<file path="config.mk">
export PLATFORM = sky130hd
export DESIGN_NAME = shadow_attr_decoder
export DESIGN_NICKNAME = d
export VERILOG_FILES = /design/src/rtl/shadow_attr_pkg.sv /design/src/rtl/shd_addr_decode.sv /design/src/rtl/shd_seg_table.sv /design/src/rtl/shd_attr_select.sv /design/src/rtl/shadow_attr_decoder.sv
export SDC_FILE = /design/constraint.sdc
export NUM_CORES = 1
export LEC_CHECK = 0
export BUFFER_PORTS_ARGS = -buffer_cell sky130_fd_sc_hd__clkbuf_2
export CORE_MARGIN = 3
export CORE_UTILIZATION = 42
export DETAILED_ROUTE_END_ITERATION = 12
export PLACE_DENSITY = 0.91
export REMOVE_ABC_BUFFERS = 1
export SETUP_SLACK_MARGIN = 0.2
export SLEW_MARGIN = 20
export SYNTH_ARGS = -nofsm -noshare
export SYNTH_HDL_FRONTEND = slang
export SYNTH_SLANG_ARGS = --single-unit
</file>
<file path="constraint.sdc">
create_clock -name vclk -period 5.8
set_clock_uncertainty 0.1 [all_clocks]
set_input_delay 0.29 -clock vclk [all_inputs]
set_output_delay 0.29 -clock vclk [all_outputs]
set_load 0.005 [all_outputs]
</file>
<file path="src/rtl/shadow_attr_pkg.sv">
package shadow_attr_pkg;

   typedef enum logic {
      RD_DRAM = 1'b0,
      RD_BUS  = 1'b1
   } rd_route_e;

   typedef enum logic [1:0] {
      WR_DRAM = 2'b00,
      WR_BUS  = 2'b01,
      WR_DROP = 2'b10
   } wr_route_e;

endpackage

</file>
<file path="src/rtl/shd_addr_decode.sv">
module shd_addr_decode #(
   parameter int unsigned ADDR_W    = 24,
   parameter int unsigned SEG_LOG2  = 14,
   parameter int unsigned NUM_SEG   = 24,
   parameter int unsigned SEG_BASE  = 32'h000A_0000,
   parameter int unsigned LOW_BASE  = 32'h0004_0000,
   parameter int unsigned IDX_W     = 5
) (
   input  logic [ADDR_W-1:0] addr,
   output logic              seg_hit,
   output logic              low_hit,
   output logic [IDX_W-1:0]  seg_idx
);
   localparam logic [31:0] SPAN = 32'(NUM_SEG) << SEG_LOG2;

   logic [31:0] a32;
   logic [31:0] off;

   always_comb begin
      a32     = 32'(addr);
      off     = a32 - SEG_BASE;
      seg_hit = (a32 >= SEG_BASE) && (off < SPAN);
      low_hit = (a32 >= LOW_BASE) && (a32 < SEG_BASE);
      seg_idx = seg_hit ? off[SEG_LOG2 +: IDX_W] : '0;
   end

endmodule

</file>
<file path="src/rtl/shd_seg_table.sv">
module shd_seg_table
   import shadow_attr_pkg::*;
#(
   parameter int unsigned NUM_SEG   = 24,
   parameter int unsigned CFG_W     = 24,
   parameter int unsigned PROT_FROM = 8,
   parameter int unsigned PAIR_SIZE = 2,
   parameter int unsigned PROT_W    = 8
) (
   input  logic [CFG_W-1:0]  shadow_cfg,
   input  logic [PROT_W-1:0] wprot_cfg,
   output rd_route_e         seg_rd [NUM_SEG],
   output wr_route_e         seg_wr [NUM_SEG]
);

   for (genvar n = 0; n < NUM_SEG; n++) begin : g_seg
      logic en;
      assign en        = shadow_cfg[n];
      assign seg_rd[n] = en ? RD_DRAM : RD_BUS;

      if (n < PROT_FROM) begin : g_open
         assign seg_wr[n] = en ? WR_DRAM : WR_BUS;
      end else begin : g_guarded
         localparam int unsigned PBIT = (n - PROT_FROM) / PAIR_SIZE;
         always_comb begin
            if (wprot_cfg[PBIT])
               seg_wr[n] = WR_DROP;
            else
               seg_wr[n] = en ? WR_DRAM : WR_BUS;
         end
      end
   end

endmodule

</file>
<file path="src/rtl/shd_attr_select.sv">
module shd_attr_select
   import shadow_attr_pkg::*;
#(
   parameter int unsigned NUM_SEG = 24,
   parameter int unsigned IDX_W   = 5
) (
   input  logic             seg_hit,
   input  logic             low_hit,
   input  logic [IDX_W-1:0] seg_idx,
   input  logic             low_ext,
   input  rd_route_e        seg_rd [NUM_SEG],
   input  wr_route_e        seg_wr [NUM_SEG],
   output rd_route_e        rd_sel,
   output wr_route_e        wr_sel
);
   rd_route_e pick_rd;
   wr_route_e pick_wr;

   always_comb begin
      pick_rd = RD_DRAM;
      pick_wr = WR_DRAM;
      for (int i = 0; i < NUM_SEG; i++) begin
         if (seg_idx == IDX_W'(i)) begin
            pick_rd = seg_rd[i];
            pick_wr = seg_wr[i];
         end
      end
   end

   always_comb begin
      if (seg_hit) begin
         rd_sel = pick_rd;
         wr_sel = pick_wr;
      end else if (low_hit && low_ext) begin
         rd_sel = RD_BUS;
         wr_sel = WR_BUS;
      end else begin
         rd_sel = RD_DRAM;
         wr_sel = WR_DRAM;
      end
   end

endmodule

</file>
<file path="src/rtl/shadow_attr_decoder.sv">
module shadow_attr_decoder
   import shadow_attr_pkg::*;
#(
   parameter int unsigned ADDR_W    = 24,
   parameter int unsigned SEG_LOG2  = 14,
   parameter int unsigned NUM_SEG   = 24,
   parameter int unsigned GRP_W     = 8,
   parameter int unsigned PROT_FROM = 8,
   parameter int unsigned PAIR_SIZE = 2,
   parameter int unsigned SEG_BASE  = 32'h000A_0000,
   parameter int unsigned LOW_BASE  = 32'h0004_0000,
   localparam int unsigned NUM_GRP  = (NUM_SEG + GRP_W - 1) / GRP_W,
   localparam int unsigned CFG_W    = NUM_GRP * GRP_W,
   localparam int unsigned PROT_W   = (NUM_SEG - PROT_FROM + PAIR_SIZE - 1) / PAIR_SIZE,
   localparam int unsigned IDX_W    = (NUM_SEG > 1) ? $clog2(NUM_SEG) : 1
) (
   input  logic [ADDR_W-1:0] addr,
   input  logic [CFG_W-1:0]  shadow_cfg,
   input  logic [PROT_W-1:0] wprot_cfg,
   input  logic              low_ext,
   output logic              rd_route,
   output logic [1:0]        wr_route,
   output logic              seg_hit,
   output logic              low_hit,
   output logic [IDX_W-1:0]  seg_idx
);

   if (ADDR_W > 32)
      $fatal(1, "ADDR_W must not exceed 32");
   if (PROT_FROM >= NUM_SEG)
      $fatal(1, "PROT_FROM must lie below NUM_SEG");
   if (PAIR_SIZE == 0)
      $fatal(1, "PAIR_SIZE must be nonzero");
   if (LOW_BASE > SEG_BASE)
      $fatal(1, "lower window must start below the segment window");
   if ((64'(SEG_BASE) + (64'(NUM_SEG) << SEG_LOG2)) > (64'd1 << ADDR_W))
      $fatal(1, "segment window exceeds address space");

   rd_route_e seg_rd [NUM_SEG];
   wr_route_e seg_wr [NUM_SEG];
   rd_route_e rd_sel;
   wr_route_e wr_sel;

   shd_addr_decode #(
      .ADDR_W   (ADDR_W),
      .SEG_LOG2 (SEG_LOG2),
      .NUM_SEG  (NUM_SEG),
      .SEG_BASE (SEG_BASE),
      .LOW_BASE (LOW_BASE),
      .IDX_W    (IDX_W)
   ) u_decode (
      .addr    (addr),
      .seg_hit (seg_hit),
      .low_hit (low_hit),
      .seg_idx (seg_idx)
   );

   shd_seg_table #(
      .NUM_SEG   (NUM_SEG),
      .CFG_W     (CFG_W),
      .PROT_FROM (PROT_FROM),
      .PAIR_SIZE (PAIR_SIZE),
      .PROT_W    (PROT_W)
   ) u_table (
      .shadow_cfg (shadow_cfg),
      .wprot_cfg  (wprot_cfg),
      .seg_rd     (seg_rd),
      .seg_wr     (seg_wr)
   );

   shd_attr_select #(
      .NUM_SEG (NUM_SEG),
      .IDX_W   (IDX_W)
   ) u_select (
      .seg_hit (seg_hit),
      .low_hit (low_hit),
      .seg_idx (seg_idx),
      .low_ext (low_ext),
      .seg_rd  (seg_rd),
      .seg_wr  (seg_wr),
      .rd_sel  (rd_sel),
      .wr_sel  (wr_sel)
   );

   assign rd_route = rd_sel;
   assign wr_route = wr_sel;

endmodule

</file>
== Word-level counts from Yosys, hierarchy flattened ==
Index checks and enable logic that the tools add are counted.
Widths: inputs -> output; s select.
Storage, ports and cells
  bits of input ports: 57
  register bits after elaboration: 0
  word-level logic and storage cells: 149
Operators by class
  multiplexer cells: 117
  equality and inequality tests: 23
  magnitude comparators: 4
  $add $sub $neg: 1
  reduce and logical (&&, ||, !) cells: 4
Operator list (number)
  $mux 1: 83
  $mux 2: 33
  $eq 5x4->1 const B: 8
  $eq 5x5->1 const B: 8
  $lt 32x19->1 const B: 1
  $sub 24x20->25 const B: 1
  $ge 24x19->1 const B: 1
  $ge 24x20->1 const B: 1
  $lt 24x20->1 const B: 1
  $eq 5x3->1 const B: 4
  $eq 5x2->1 const B: 2
  $eq 5x1->1 const B: 1
  $logic_not 5->1: 1
  $mux 5: 1
  $logic_and 1x1->1: 3

== Longest topological paths before layout ==
Gate-level depths: netlist of the first run.
  depth after elaboration: 30
  mapped depth: 10
  depth with buffers taken out: 8

== Hierarchy ==
A second synthesis of the first run with hierarchy kept.
Unflattened totals
  cell total of the unflattened synthesis: 271
  area total of the unflattened synthesis: 1778.0 µm²
Modules (own cells, without submodules)
  shd_attr_select: instances 1, seq. area each 0.0 µm², cells each 172, area an instance 1196.1 µm²
  shd_seg_table: instances 1, seq. area each 0.0 µm², cells each 73, area an instance 394.1 µm²
  shd_addr_decode: instances 1, seq. area each 0.0 µm², cells each 26, area an instance 187.7 µm²

== Worst setup path after synthesis of the first run ==
No wires, ideal clock.
  path type: input to output
  start point: input port addr[17]
  end point: output port wr_route[0]
  data arrival time: 2.018 ns
  stages: 8
  data required time: 5.410 ns
  path slack: 3.392 ns
  path buffers: 2
  path through: buf_2 > inv_1 > ha_1 > buf_2 > or2_1 > a2111oi_0 > a221oi_1 > o221ai_1
On the way
  longest elaborated chain between the ends: 30
Ends and longest elaborated chain
  from (decl): RTL line shadow_attr_decoder.sv:17  | input logic [ADDR_W-1:0] addr,
  $sub 24x20->25: RTL line shd_addr_decode.sv:21  | off = a32 - SEG_BASE;
  $lt 32x19->1: RTL line shd_addr_decode.sv:22  | seg_hit = (a32 >= SEG_BASE) && (off < SPAN);
  $logic_and 1x1->1: RTL line shd_addr_decode.sv:22
  $mux 5: RTL line shd_addr_decode.sv:24  | seg_idx = seg_hit ? off[SEG_LOG2 +: IDX_W] : '0;
  $logic_not 5->1: RTL line shd_attr_select.sv:23  | if (seg_idx == IDX_W'(i)) begin
  $mux 1 (8 in a row): RTL line shd_attr_select.sv:23
  $mux 2 (16 in a row): RTL line shd_attr_select.sv:23
  $mux 2 (*): RTL line shd_attr_select.sv:31  | if (seg_hit) begin
  to (decl): RTL line shadow_attr_decoder.sv:22  | output logic [1:0] wr_route,
Every way passes the cells marked *; elsewhere a longest branch is shown, timed or not.

== Final worst setup path of the first run ==
Same ends and word-level chain as after synthesis.

==> results of run 1 <==
## metal layers
metal / GRT usage [%] / vias up
li1: - / 484
met1: 27.11 / 434
met4: 5.114 / 0
met3: 0.7813 / 4
met2: 39.29 / 63
met5: 0 / -
## power by group
part / internal (mW) / switching [mW]
Combinational: 0.0264 / 0.0278
Sequential: 0 / 0
Clock: 0 / 0
Total: 0.0264 / 0.0278
## Yosys cell counts
| cell type | instances | area share, % |
|---|---|---|
| sky130_fd_sc_hd__inv_1 | 5 | 2.7 |
| sky130_fd_sc_hd__o311ai_0 | 1 | 1.3 |
| sky130_fd_sc_hd__mux2i_1 | 5 | 7.3 |
| sky130_fd_sc_hd__o221ai_1 | 1 | 1.3 |
| sky130_fd_sc_hd__nor3b_1 | 1 | 1.1 |
| sky130_fd_sc_hd__a211oi_4 | 1 | 2.9 |
| sky130_fd_sc_hd__nand2b_1 | 6 | 5.4 |
| sky130_fd_sc_hd__buf_2 | 5 | 3.6 |
| sky130_fd_sc_hd__nor2_1 | 16 | 8.7 |
| sky130_fd_sc_hd__nor3_1 | 2 | 1.5 |
| sky130_fd_sc_hd__nand2_1 | 2 | 1.1 |
| sky130_fd_sc_hd__or4_4 | 1 | 1.6 |
| sky130_fd_sc_hd__mux4_2 | 1 | 3.3 |
| sky130_fd_sc_hd__nand3b_1 | 1 | 1.1 |
| sky130_fd_sc_hd__a221oi_1 | 2 | 2.5 |
| sky130_fd_sc_hd__or3_4 | 1 | 1.6 |
| sky130_fd_sc_hd__o22ai_1 | 3 | 2.7 |
| sky130_fd_sc_hd__a21boi_0 | 1 | 1.1 |
| sky130_fd_sc_hd__o21ai_0 | 4 | 2.9 |
| sky130_fd_sc_hd__nand4b_1 | 1 | 1.3 |
| sky130_fd_sc_hd__a2111oi_0 | 3 | 3.8 |
| sky130_fd_sc_hd__a22o_1 | 1 | 1.3 |
| sky130_fd_sc_hd__a21oi_1 | 8 | 5.8 |
| sky130_fd_sc_hd__ha_1 | 1 | 1.8 |
| sky130_fd_sc_hd__or2_1 | 1 | 0.91 |
| sky130_fd_sc_hd__a2111o_1 | 1 | 1.6 |
| sky130_fd_sc_hd__nand3_1 | 3 | 2.2 |
| sky130_fd_sc_hd__or3_1 | 3 | 2.7 |
| sky130_fd_sc_hd__inv_2 | 1 | 0.54 |
| sky130_fd_sc_hd__buf_6 | 1 | 1.6 |
| sky130_fd_sc_hd__mux2_2 | 2 | 3.3 |
| sky130_fd_sc_hd__a211o_1 | 1 | 1.3 |
| sky130_fd_sc_hd__o31ai_1 | 1 | 1.1 |
| sky130_fd_sc_hd__o31ai_2 | 1 | 1.8 |
| sky130_fd_sc_hd__nor4_1 | 2 | 1.8 |
| sky130_fd_sc_hd__a21o_1 | 1 | 1.1 |
| sky130_fd_sc_hd__and2_1 | 6 | 5.4 |
| sky130_fd_sc_hd__nor2b_1 | 3 | 2.7 |
| sky130_fd_sc_hd__a31oi_1 | 1 | 0.91 |
| sky130_fd_sc_hd__clkbuf_1 | 2 | 1.1 |
| sky130_fd_sc_hd__a211oi_1 | 2 | 2.2 |
## cell families after synthesis
kind of cell	count (synthesis)
simple gates	49
compound gates	33
buf+inv	14
mux	8
fa+ha+maj	1
## worst max path at each step
stage,end,cells past startpoint,startpoint
6_report,wr_route[0],8,addr[17]
5_1_grt,wr_route[0],8,addr[17]
4_1_cts,wr_route[0],8,addr[17]
3_5_place_dp,wr_route[0],8,addr[17]
3_3_place_gp,wr_route[0],8,addr[17]
2_1_floorplan,wr_route[0],6,addr[17]
## final cells by class
cell class	count	area (µm²)
Inverter	6	22.52
Tap cell	15	18.77
Timing Repair Buffer	53	265.3
Multi-Input combinational cell	91	623.1
Fill cell	126	485.5
## worst min-delay path, cell delays in order
cell	delay, ns
sky130_fd_sc_hd__clkbuf_2	0.11
sky130_fd_sc_hd__nor3_1	0.06
sky130_fd_sc_hd__clkbuf_2	0.10
## per-stage QoR
stage	setup WS, ns	area (µm²)	cells
after floorplan	3.616	645.6	97
after global placement	2.987	929.6	165
after detailed placement	2.992	929.6	165
after CTS	2.981	929.6	165
after global routing	2.644	929.6	165
final	2.947	929.6	165
## layout by cell type (no fill, tap or decap), drive strengths merged, types with 2 or more instances in the layout
master / count
clkbuf: 53
o21ai: 4
nor3: 2
a2111oi: 3
nor2: 16
nand2b: 6
and2: 6
o22ai: 3
or3: 4
nor2b: 3
a211oi: 3
nor4: 2
o31ai: 2
inv: 6
mux2i: 5
a21oi: 8
nand2: 2
mux2: 2
a221oi: 2
nand3: 3
==> flow_results.xml, run 1 <==
<?xml version="1.0" encoding="UTF-8"?>
<metrics>
  <group name="finish">
    <metric name="area_growth_syn_to_layout" unit="%">34.85</metric>
    <metric name="register_area" unit="µm²">0</metric>
    <metric name="antenna-diode-count" unit="">0</metric>
    <metric name="layout-drive-gt1-share" unit="%">40.67</metric>
    <metric name="layout_clock_buffer_count" unit="">0</metric>
    <metric name="layout.core_utilization" unit="%">65.69</metric>
    <metric name="finish.net_count" unit="">210</metric>
    <metric name="design.seq.count" unit="">0</metric>
  </group>
  <group name="route">
    <metric name="detail_route.wirelength" unit="µm">2203</metric>
    <metric name="route.top_layer_used" unit="">met4</metric>
    <metric name="routed-wl-met2" unit="µm">1088</metric>
    <metric name="detail_route.wl_per_cell" unit="µm">13.35</metric>
    <metric name="ant_nets" unit="">0</metric>
    <metric name="met1Wirelength" unit="µm">843</metric>
    <metric name="met3WireLength" unit="µm">240</metric>
    <metric name="detail_route.vias_per_cell" unit="">5.970</metric>
    <metric name="drt_initial_violations" unit="">24</metric>
    <metric name="drt_pass1_iterations" unit="">4</metric>
    <metric name="drc" unit="">0</metric>
    <metric name="vias" unit="">985</metric>
  </group>
  <group name="global_routing">
    <metric name="grt_antenna_before_repair" unit="">0</metric>
    <metric name="grt_pass1_wl" unit="µm">3560</metric>
    <metric name="first_global_vias" unit="">911</metric>
    <metric name="pin_count_of_the_biggest_net_entering_global_routing" unit="">28</metric>
    <metric name="grt_usage" unit="%">21.50</metric>
    <metric name="grt_overflow" unit="">0</metric>
  </group>
  <group name="run_status">
    <metric name="status" unit="">complete, no violations</metric>
  </group>
  <group name="sta">
    <metric name="max_slew_violation_count" unit="">0</metric>
    <metric name="tightest_slew" unit="ns">0.5659</metric>
    <metric name="fin_tns_setup" unit="ns">0</metric>
    <metric name="max_clock_freq" unit="MHz">350.5</metric>
    <metric name="finalCriticalPeriod" unit="ns">2.853</metric>
    <metric name="max-slew-margin-rel" unit="%">61.30</metric>
    <metric name="finalSetupViolCount" unit="">0</metric>
    <metric name="rsz0062_at_grt" unit="">no</metric>
    <metric name="layout_worst_path_cycle_share" unit="%">49.20</metric>
    <metric name="holdWs" unit="ns">0.7568</metric>
    <metric name="timing.final.hold_violations" unit="">0</metric>
  </group>
  <group name="floorplan">
    <metric name="ioPinCount" unit="">67</metric>
    <metric name="die_w" unit="µm">46.52</metric>
    <metric name="fp-row-count" unit="">13</metric>
    <metric name="chipHeight" unit="µm">46.52</metric>
    <metric name="initial_utilization" unit="%">48.72</metric>
    <metric name="core-area" unit="µm²">1415</metric>
    <metric name="fp.dieArea" unit="µm²">2164</metric>
  </group>
  <group name="synth">
    <metric name="synth_area_per_cell" unit="µm²">6.566</metric>
    <metric name="muxShareOfSynthArea" unit="%">13.79</metric>
    <metric name="post_synth_inst_count" unit="">105</metric>
    <metric name="fraction_of_the_mapped_netlist_area_in_compound_gates" unit="%">35.57</metric>
    <metric name="synth_sequential_area_ratio" unit="%">0</metric>
    <metric name="yosys.area_share.simple" unit="%">39.20</metric>
    <metric name="mappedNetlistArea" unit="µm²">689.4</metric>
    <metric name="synth.yosys.warnings" unit="">0</metric>
    <metric name="synthDistinctLibCells" unit="">41</metric>
    <metric name="synthXorXnorAreaFrac" unit="%">0</metric>
    <metric name="combinational_family_with_the_most_area_after_synthesis" unit="">simple AND/OR/NAND/NOR gates</metric>
    <metric name="synth-adder-area-share" unit="%">1.815</metric>
  </group>
  <group name="critical_path">
    <metric name="endpoint_kind" unit="">output port</metric>
    <metric name="critical_path.most_common_cell" unit="">sky130_fd_sc_hd__clkbuf_2</metric>
    <metric name="cp_top_family" unit="">compound AO/OA/AOI/OAI gates</metric>
    <metric name="critical_path.max_stage_delay" unit="ns">0.54</metric>
    <metric name="crit_fanout" unit="">14</metric>
    <metric name="timing.setup.critical_path_class" unit="">in -&gt; out</metric>
    <metric name="critical_path_required" unit="ns">5.41</metric>
    <metric name="worstSetupStartpointType" unit="">primary input</metric>
    <metric name="critical_path_top_delay_cell" unit="">sky130_fd_sc_hd__a2111oi_0</metric>
    <metric name="worst_ep_arrival_time" unit="ns">2.46</metric>
    <metric name="crit_chain" unit="">clkbuf_2, inv_1, ha_1, or2_1, a2111oi_0, a221oi_1, o221ai_1, clkbuf_2</metric>
    <metric name="worst-path-buf-inv" unit="">3</metric>
  </group>
  <group name="hold_path">
    <metric name="min_delay_path_depth" unit="">3</metric>
    <metric name="worstHoldEndpoint" unit="">low_hit</metric>
    <metric name="min-delay-start" unit="">addr[20]</metric>
    <metric name="worstHoldPathType" unit="">in -&gt; out</metric>
  </group>
  <group name="pwr">
    <metric name="totalPowerFinal" unit="mW">0.05420</metric>
    <metric name="max-vdd-ir-drop" unit="mV">0.03947</metric>
    <metric name="pwr_density_cell" unit="nW/µm²">58.31</metric>
    <metric name="power_leakage" unit="nW">0.4524</metric>
  </group>
  <group name="place">
    <metric name="place.gp.congestion" unit="">0.8722</metric>
    <metric name="place.port_buffers" unit="">53</metric>
    <metric name="place.detailed.hpwl" unit="µm">1765</metric>
  </group>
  <group name="cts">
    <metric name="postCtsSetupBuffers" unit="">0</metric>
    <metric name="postCtsResizedCells" unit="">0</metric>
    <metric name="ctsHoldBuffers" unit="">0</metric>
  </group>
  <group name="run">
    <metric name="max_cap_viol_count" unit="">0</metric>
  </group>
</metrics>
(Power assumes the default switching activity.)
==> run 2, diff against run 1 <==
--- a/config.mk
+++ b/config.mk
@@ -7,9 +7,9 @@
 export LEC_CHECK = 0
 export BUFFER_PORTS_ARGS = -buffer_cell sky130_fd_sc_hd__clkbuf_2
 export CORE_MARGIN = 3
-export CORE_UTILIZATION = 42
+export CORE_UTILIZATION = 35
 export DETAILED_ROUTE_END_ITERATION = 12
-export PLACE_DENSITY = 0.91
+export PLACE_DENSITY = 0.81
 export REMOVE_ABC_BUFFERS = 1
 export SETUP_SLACK_MARGIN = 0.2
 export SLEW_MARGIN = 20
==> constraint.sdc (replaced) <==
create_clock -name vclk -period 2.5
set_clock_uncertainty 0.1 [all_clocks]
set_input_delay 0.125 -clock vclk [all_inputs]
set_output_delay 0.125 -clock vclk [all_outputs]
set_load 0.005 [all_outputs]
==> run 2 against run 1 <==
Core utilization is 11 points lower. Sequential share of layout area unchanged. Non-clock buffer count up 5. Flip-flop and latch count did not move. Final cell count up 9.1%. Worst setup slack lost 2.6 ns. Via count rose by 1.9%. Combinational power increased by 150%. Worst hold slack worse by 0.31 ns. Die area up 17%. Power is 150% higher. Cell area increased by 5.5%.
==> flow_results.xml, run 2 (synthesis gave the netlist of run 1 again) <==
<?xml version="1.0" encoding="UTF-8"?>
<metrics>
  <group name="route">
    <metric name="vias" unit="">1004</metric>
    <metric name="ant_nets" unit="">0</metric>
    <metric name="detail_route.wirelength" unit="µm">2388</metric>
    <metric name="detail_route.vias_per_cell" unit="">5.578</metric>
    <metric name="drt_pass1_iterations" unit="">4</metric>
    <metric name="drc" unit="">0</metric>
    <metric name="drt_initial_violations" unit="">14</metric>
    <metric name="detail_route.wl_per_cell" unit="µm">13.27</metric>
  </group>
  <group name="finish">
    <metric name="design.seq.count" unit="">0</metric>
    <metric name="finish.net_count" unit="">215</metric>
    <metric name="antenna-diode-count" unit="">0</metric>
    <metric name="area_growth_syn_to_layout" unit="%">42.29</metric>
    <metric name="layout-drive-gt1-share" unit="%">42.58</metric>
    <metric name="top_library_cells_by_usage_in_the_layout_fill_and_taps_aside" unit="">53 x sky130_fd_sc_hd__clkbuf_2, 16 x sky130_fd_sc_hd__nor2_1, 8 x sky130_fd_sc_hd__a21oi_1</metric>
    <metric name="stdcell_area" unit="µm²">980.9</metric>
    <metric name="register_area" unit="µm²">0</metric>
    <metric name="mostFrequentLayoutCell" unit="">sky130_fd_sc_hd__clkbuf_2</metric>
    <metric name="fill_cells" unit="">194</metric>
    <metric name="layout_clock_buffer_count" unit="">0</metric>
  </group>
  <group name="critical_path">
    <metric name="critical_path_required" unit="ns">2.28</metric>
    <metric name="endpoint_kind" unit="">output port</metric>
    <metric name="worst_ep_arrival_time" unit="ns">1.98</metric>
    <metric name="worstSetupStartpointType" unit="">primary input</metric>
    <metric name="timing.setup.critical_path_class" unit="">in -&gt; out</metric>
    <metric name="crit_fanout" unit="">13</metric>
  </group>
  <group name="pwr">
    <metric name="max-vdd-ir-drop" unit="mV">0.06141</metric>
    <metric name="pwr_density_cell" unit="nW/µm²">137.0</metric>
    <metric name="power_leakage" unit="nW">0.4770</metric>
  </group>
  <group name="cts">
    <metric name="ctsHoldBuffers" unit="">0</metric>
    <metric name="postCtsResizedCells" unit="">0</metric>
    <metric name="postCtsSetupBuffers" unit="">0</metric>
  </group>
  <group name="place">
    <metric name="place.gp.congestion" unit="">0.8615</metric>
    <metric name="place.port_buffers" unit="">53</metric>
    <metric name="postPlaceCellArea" unit="µm²">979.7</metric>
    <metric name="placement.setup.worst_slack" unit="ns">0.2560</metric>
    <metric name="place.detailed.hpwl" unit="µm">2026</metric>
  </group>
  <group name="sta">
    <metric name="max_slew_violation_count" unit="">0</metric>
    <metric name="timing.final.hold_violations" unit="">0</metric>
    <metric name="rsz0062_at_grt" unit="">no</metric>
    <metric name="post-route-worst-setup-slack" unit="ns">0.2976</metric>
    <metric name="holdWs" unit="ns">0.4455</metric>
    <metric name="layout_worst_path_cycle_share" unit="%">88.10</metric>
    <metric name="finalCriticalPeriod" unit="ns">2.202</metric>
    <metric name="max_clock_freq" unit="MHz">454.0</metric>
    <metric name="fin_tns_setup" unit="ns">0</metric>
    <metric name="tightest_slew" unit="ns">0.5079</metric>
    <metric name="finalSetupViolCount" unit="">0</metric>
    <metric name="max-slew-margin-rel" unit="%">66.06</metric>
  </group>
  <group name="floorplan">
    <metric name="core-area" unit="µm²">1802</metric>
    <metric name="chipHeight" unit="µm">50.38</metric>
    <metric name="fp-row-count" unit="">15</metric>
    <metric name="fp.dieArea" unit="µm²">2538</metric>
    <metric name="die_w" unit="µm">50.38</metric>
    <metric name="ioPinCount" unit="">67</metric>
    <metric name="initial_utilization" unit="%">38.26</metric>
  </group>
  <group name="global_routing">
    <metric name="grt_usage" unit="%">18.79</metric>
    <metric name="first_global_vias" unit="">965</metric>
    <metric name="grt_antenna_before_repair" unit="">0</metric>
    <metric name="grt_pass1_wl" unit="µm">3953</metric>
    <metric name="grt_overflow" unit="">0</metric>
    <metric name="pin_count_of_the_biggest_net_entering_global_routing" unit="">20</metric>
  </group>
  <group name="hold_path">
    <metric name="worstHoldPathType" unit="">in -&gt; out</metric>
  </group>
  <group name="run">
    <metric name="max_cap_viol_count" unit="">0</metric>
  </group>
  <group name="run_status">
    <metric name="status" unit="">complete, no violations</metric>
  </group>
</metrics>
run 2: changes by cell type in the layout (fill, tap and decap cells not counted), sizes merged:
cell | before | now
buf | 0 | 5
run 2: area by class of cell:
class                      count  area (µm²)  area share, %
timing repair buffer          58       302.8          30.87
inverter                       6       22.52          2.296
multi-input combinational     91       624.3          63.65
tap                           25       31.28          3.189
run 2: worst paths after layout:
kind	cells past startpoint	endpoint	from	slack, ns
max	9	wr_route[0]	addr[17]	0.30
min	3	low_hit	addr[20]	0.45
run 2: power by group:
part | total [mW] | internal (mW) | leakage, nW | switching [mW]
clock network | 0 | 0 | 0 | 0
registers | 0 | 0 | 0 | 0
logic | 0.134 | 0.0664 | 0.477 | 0.0680
total | 0.134 | 0.0664 | 0.477 | 0.0680
run 2: per-stage QoR:
stage | power, mW | util (%) | std cells
2_1_floorplan | 0.06258 | - | 97
3_3_place_gp | 0.1275 | 54.37 | 180
3_5_place_dp | 0.1328 | 54.37 | 180
4_1_cts | 0.1335 | 54.37 | 180
5_1_grt | 0.1495 | 54.44 | 180
6_report | 0.1344 | 54.44 | 180
run 2: layer usage:
layer,vias to the layer above,GRT usage (%),wire length [µm]
met5,-,0,0
met4,0,5.381,50
met3,6,2.077,224
met2,55,33.91,1128
met1,444,23.17,985
li1,499,-,-
run 2: critical path, stage by stage:
cell	delay (ns)
sky130_fd_sc_hd__clkbuf_2	0.09
sky130_fd_sc_hd__buf_4	0.17
sky130_fd_sc_hd__o21ai_0	0.24
sky130_fd_sc_hd__nand4b_1	0.22
sky130_fd_sc_hd__a211oi_4	0.27
sky130_fd_sc_hd__nand3_1	0.11
sky130_fd_sc_hd__or3_1	0.35
sky130_fd_sc_hd__o221ai_1	0.25
sky130_fd_sc_hd__clkbuf_2	0.16
==> run 3, diff against run 2 <==
--- a/config.mk
+++ b/config.mk
@@ -7,7 +7,7 @@
 export LEC_CHECK = 0
 export BUFFER_PORTS_ARGS = -buffer_cell sky130_fd_sc_hd__clkbuf_2
 export CORE_MARGIN = 3
-export CORE_UTILIZATION = 35
+export CORE_UTILIZATION = 48
 export DETAILED_ROUTE_END_ITERATION = 12
 export PLACE_DENSITY = 0.81
 export REMOVE_ABC_BUFFERS = 1
@@ -15,4 +15,5 @@
 export SLEW_MARGIN = 20
 export SYNTH_ARGS = -nofsm -noshare
 export SYNTH_HDL_FRONTEND = slang
+export SYNTH_HIERARCHICAL = 1
 export SYNTH_SLANG_ARGS = --single-unit
==> run 3 against run 2 <==
The flow now finishes with violations (negative setup slack). Critical path type unchanged. Worst setup slack got worse by 0.64 ns. Core utilization increased by 22 points. Via count increased by 150%. Critical endpoint unchanged. Die area increased by 76%. Flip-flop and latch count unchanged. Power increased by 83%. Final cell count increased by 130%. Maximum frequency decreased by 22%. Synthesized area increased to 2.6 times the previous value. Synthesized cell count increased to 2.6 times the previous value. Cell area increased to 2.7 times the previous value.
==> flow_results.xml, run 3 <==
<?xml version="1.0" encoding="UTF-8"?>
<metrics>
  <group name="run_status">
    <metric name="status" unit="">complete, but fails checks</metric>
    <metric name="violations" unit="">negative setup slack</metric>
  </group>
  <group name="synth">
    <metric name="synthXorXnorAreaFrac" unit="%">0.9852</metric>
    <metric name="ys_top_cells_by_area" unit="">sky130_fd_sc_hd__buf_4 15%, sky130_fd_sc_hd__inv_1 7.0%, sky130_fd_sc_hd__nor2_1 5.9%</metric>
    <metric name="post_synth_inst_count" unit="">271</metric>
    <metric name="synth_sequential_area_ratio" unit="%">0</metric>
    <metric name="netlist.area_leader.share" unit="%">15.20</metric>
    <metric name="yosys.area_share.simple" unit="%">32.30</metric>
    <metric name="synthTopCellsByCount" unit="">36 x sky130_fd_sc_hd__buf_4, 33 x sky130_fd_sc_hd__inv_1, 28 x sky130_fd_sc_hd__nor2_1</metric>
    <metric name="combinational_family_with_the_most_area_after_synthesis" unit="">simple AND/OR/NAND/NOR gates</metric>
    <metric name="synth_area_per_cell" unit="µm²">6.561</metric>
    <metric name="synth-adder-area-share" unit="%">1.407</metric>
    <metric name="synthDistinctLibCells" unit="">66</metric>
    <metric name="fraction_of_the_mapped_netlist_area_in_compound_gates" unit="%">27.73</metric>
    <metric name="synth.most_common_cell" unit="">sky130_fd_sc_hd__buf_4</metric>
    <metric name="yosys.area.top_type" unit="">sky130_fd_sc_hd__buf_4</metric>
    <metric name="synth.yosys.warnings" unit="">6</metric>
    <metric name="mappedNetlistArea" unit="µm²">1778</metric>
    <metric name="muxShareOfSynthArea" unit="%">9.430</metric>
  </group>
  <group name="pwr">
    <metric name="combPwrFrac" unit="%">100.0</metric>
    <metric name="pwr_density_cell" unit="nW/µm²">92.93</metric>
    <metric name="power.switching_fraction" unit="%">50.06</metric>
    <metric name="intPower" unit="mW">0.1227</metric>
    <metric name="power_leakage" unit="nW">1.246</metric>
    <metric name="totalPowerFinal" unit="mW">0.2458</metric>
    <metric name="max-vdd-ir-drop" unit="mV">0.04395</metric>
    <metric name="sequentialPowerShare" unit="%">0</metric>
    <metric name="p_clk_share" unit="%">0</metric>
    <metric name="power_switching" unit="mW">0.1231</metric>
  </group>
  <group name="floorplan">
    <metric name="fp.dieArea" unit="µm²">4470</metric>
    <metric name="fp-row-count" unit="">21</metric>
    <metric name="initial_utilization" unit="%">51.65</metric>
    <metric name="chipHeight" unit="µm">66.86</metric>
    <metric name="core-area" unit="µm²">3442</metric>
    <metric name="die_w" unit="µm">66.86</metric>
    <metric name="ioPinCount" unit="">67</metric>
  </group>
  <group name="sta">
    <metric name="fin_tns_setup" unit="ns">-0.9423</metric>
    <metric name="post-route-worst-setup-slack" unit="ns">-0.3397</metric>
    <metric name="timing.final.hold_violations" unit="">0</metric>
    <metric name="finalCriticalPeriod" unit="ns">2.840</metric>
    <metric name="rsz0062_at_grt" unit="">yes</metric>
    <metric name="finalSetupViolCount" unit="">3</metric>
    <metric name="layout_worst_path_cycle_share" unit="%">113.6</metric>
    <metric name="holdWs" unit="ns">0.5559</metric>
    <metric name="max_slew_violation_count" unit="">0</metric>
    <metric name="max_clock_freq" unit="MHz">352.1</metric>
  </group>
  <group name="cts">
    <metric name="ctsHoldBuffers" unit="">0</metric>
  </group>
  <group name="route">
    <metric name="drt_pass1_iterations" unit="">8</metric>
    <metric name="drc" unit="">0</metric>
    <metric name="detail_route.vias_per_cell" unit="">6.029</metric>
    <metric name="detail_route.wl_per_cell" unit="µm">18.24</metric>
    <metric name="drt_initial_violations" unit="">212</metric>
    <metric name="detail_route.wirelength" unit="µm">7516</metric>
    <metric name="vias" unit="">2484</metric>
    <metric name="ant_nets" unit="">0</metric>
  </group>
  <group name="critical_path">
    <metric name="crit_fanout" unit="">7</metric>
    <metric name="crit_chain" unit="">buf_8, inv_4, ha_4, xor2_4, o211ai_4, buf_6, nor3b_4, buf_6, buf_12, mux4_2, o211ai_1, nand3_1, a21oi_2, o21ai_1, clkbuf_2</metric>
    <metric name="critical_path.max_stage_delay" unit="ns">0.30</metric>
    <metric name="critical_path_top_delay_cell" unit="">sky130_fd_sc_hd__mux4_2</metric>
    <metric name="cp_top_family" unit="">buffers and inverters</metric>
    <metric name="critical_path.most_common_cell" unit="">sky130_fd_sc_hd__buf_6</metric>
    <metric name="endpoint_kind" unit="">output port</metric>
    <metric name="critical_path_required" unit="ns">2.28</metric>
    <metric name="worst-path-buf-inv" unit="">6</metric>
    <metric name="worstSetupStartpointType" unit="">primary input</metric>
    <metric name="timing.setup.critical_path_class" unit="">in -&gt; out</metric>
    <metric name="worst_ep_arrival_time" unit="ns">2.61</metric>
  </group>
  <group name="finish">
    <metric name="multi_input_comb_area" unit="µm²">1501</metric>
    <metric name="antenna-diode-count" unit="">0</metric>
    <metric name="fill_cells" unit="">239</metric>
    <metric name="area_growth_syn_to_layout" unit="%">48.77</metric>
    <metric name="stdcell_area" unit="µm²">2645</metric>
    <metric name="layout_clock_buffer_count" unit="">0</metric>
    <metric name="top_library_cells_by_usage_in_the_layout_fill_and_taps_aside" unit="">64 x sky130_fd_sc_hd__clkbuf_2, 49 x sky130_fd_sc_hd__buf_4, 31 x sky130_fd_sc_hd__inv_1</metric>
    <metric name="fin_cells" unit="">412</metric>
    <metric name="finish.net_count" unit="">427</metric>
    <metric name="register_area" unit="µm²">0</metric>
    <metric name="mostFrequentLayoutCell" unit="">sky130_fd_sc_hd__clkbuf_2</metric>
    <metric name="design.seq.count" unit="">0</metric>
    <metric name="layout-drive-gt1-share" unit="%">49.45</metric>
    <metric name="layout.core_utilization" unit="%">76.84</metric>
  </group>
  <group name="place">
    <metric name="place.port_buffers" unit="">67</metric>
    <metric name="placement.setup.worst_slack" unit="ns">-0.2243</metric>
    <metric name="postPlaceCellArea" unit="µm²">2227</metric>
    <metric name="dp_cells" unit="">393</metric>
    <metric name="place.detailed.hpwl" unit="µm">4263</metric>
    <metric name="place.gp.congestion" unit="">0.9515</metric>
  </group>
  <group name="global_routing">
    <metric name="grt_antenna_before_repair" unit="">0</metric>
    <metric name="grt_pass1_wl" unit="µm">9487</metric>
    <metric name="pin_count_of_the_biggest_net_entering_global_routing" unit="">18</metric>
    <metric name="grt_overflow" unit="">0</metric>
    <metric name="grt_usage" unit="%">26.97</metric>
    <metric name="first_global_vias" unit="">2120</metric>
  </group>
  <group name="hold_path">
    <metric name="worstHoldEndpoint" unit="">low_hit</metric>
    <metric name="min_delay_path_depth" unit="">5</metric>
    <metric name="min-delay-start" unit="">addr[12]</metric>
    <metric name="worstHoldPathType" unit="">in -&gt; out</metric>
  </group>
  <group name="run">
    <metric name="max_cap_viol_count" unit="">0</metric>
  </group>
</metrics>
[run 3: cell count changes after synthesis, sizes merged, moves of 4 or more]
| cell | delta |
|---|---|
| inv | +27 |
| a22oi | +4 |
| mux2i | +5 |
| o21ai | +8 |
| nand2 | +12 |
| or3 | -4 |
| nor3b | +4 |
| nand3 | +8 |
| buf | +41 |
| o22ai | +4 |
| nor2 | +13 |
| a21oi | +5 |
| and2 | -5 |
| nor3 | +9 |
[run 3: kinds of logic after synthesis]
group           after synthesis
compound gates               68
xor+xnor                      2
fa+ha+maj                     2
buf+inv                      81
mux                          14
other cells                   1
simple gates                103
[run 3: worst max path at each step]
stage | from | endpoint | slack (ns) | cells after the start
floorplan | addr[17] | wr_route[1] | -3.02 | 11
global placement | addr[17] | wr_route[1] | -0.18 | 13
detailed placement | addr[17] | wr_route[1] | -0.22 | 15
CTS | addr[17] | wr_route[1] | -0.1 | 16
global route | addr[17] | rd_route | -0.38 | 16
finish | addr[17] | wr_route[0] | -0.34 | 15
[run 3: layout make-up]
type | count | share of cell area, %
multi-input cells | 197 | 56.76
repair buffers | 136 | 36.28
well taps | 46 | 2.176
inverters | 33 | 4.778
[run 3: routing by layer]
metal / track usage, % / share of wire (%) / vias up / routed length (µm)
li1: - / - / 1116 / -
met5: 0 / 0 / - / 0
met3: 2.698 / 11 / 48 / 794
met1: 32.90 / 36 / 1125 / 2736
met4: 9.114 / 5.9 / 0 / 442
met2: 48.64 / 47 / 195 / 3542
[run 3: power groups by stage]
| stage | combinational [mW] | sequential, mW | clock, mW |
|---|---|---|---|
| after floorplan | 0.0805 | 0 | 0 |
| after global placement | 0.174 | 0 | 0 |
| after detailed placement | 0.177 | 0 | 0 |
| after CTS | 0.207 | 0 | 0 |
| after global routing | 0.260 | 0 | 0 |
| final | 0.246 | 0 | 0 |
[run 3: what timing repair did]
action | CTS | global route
setup buffers | 8 | 9
setup endpoints to repair | 3 | 3
pin swaps | 14 | 21
gates resized for setup | 34 | 32
cloned | 1 | 1
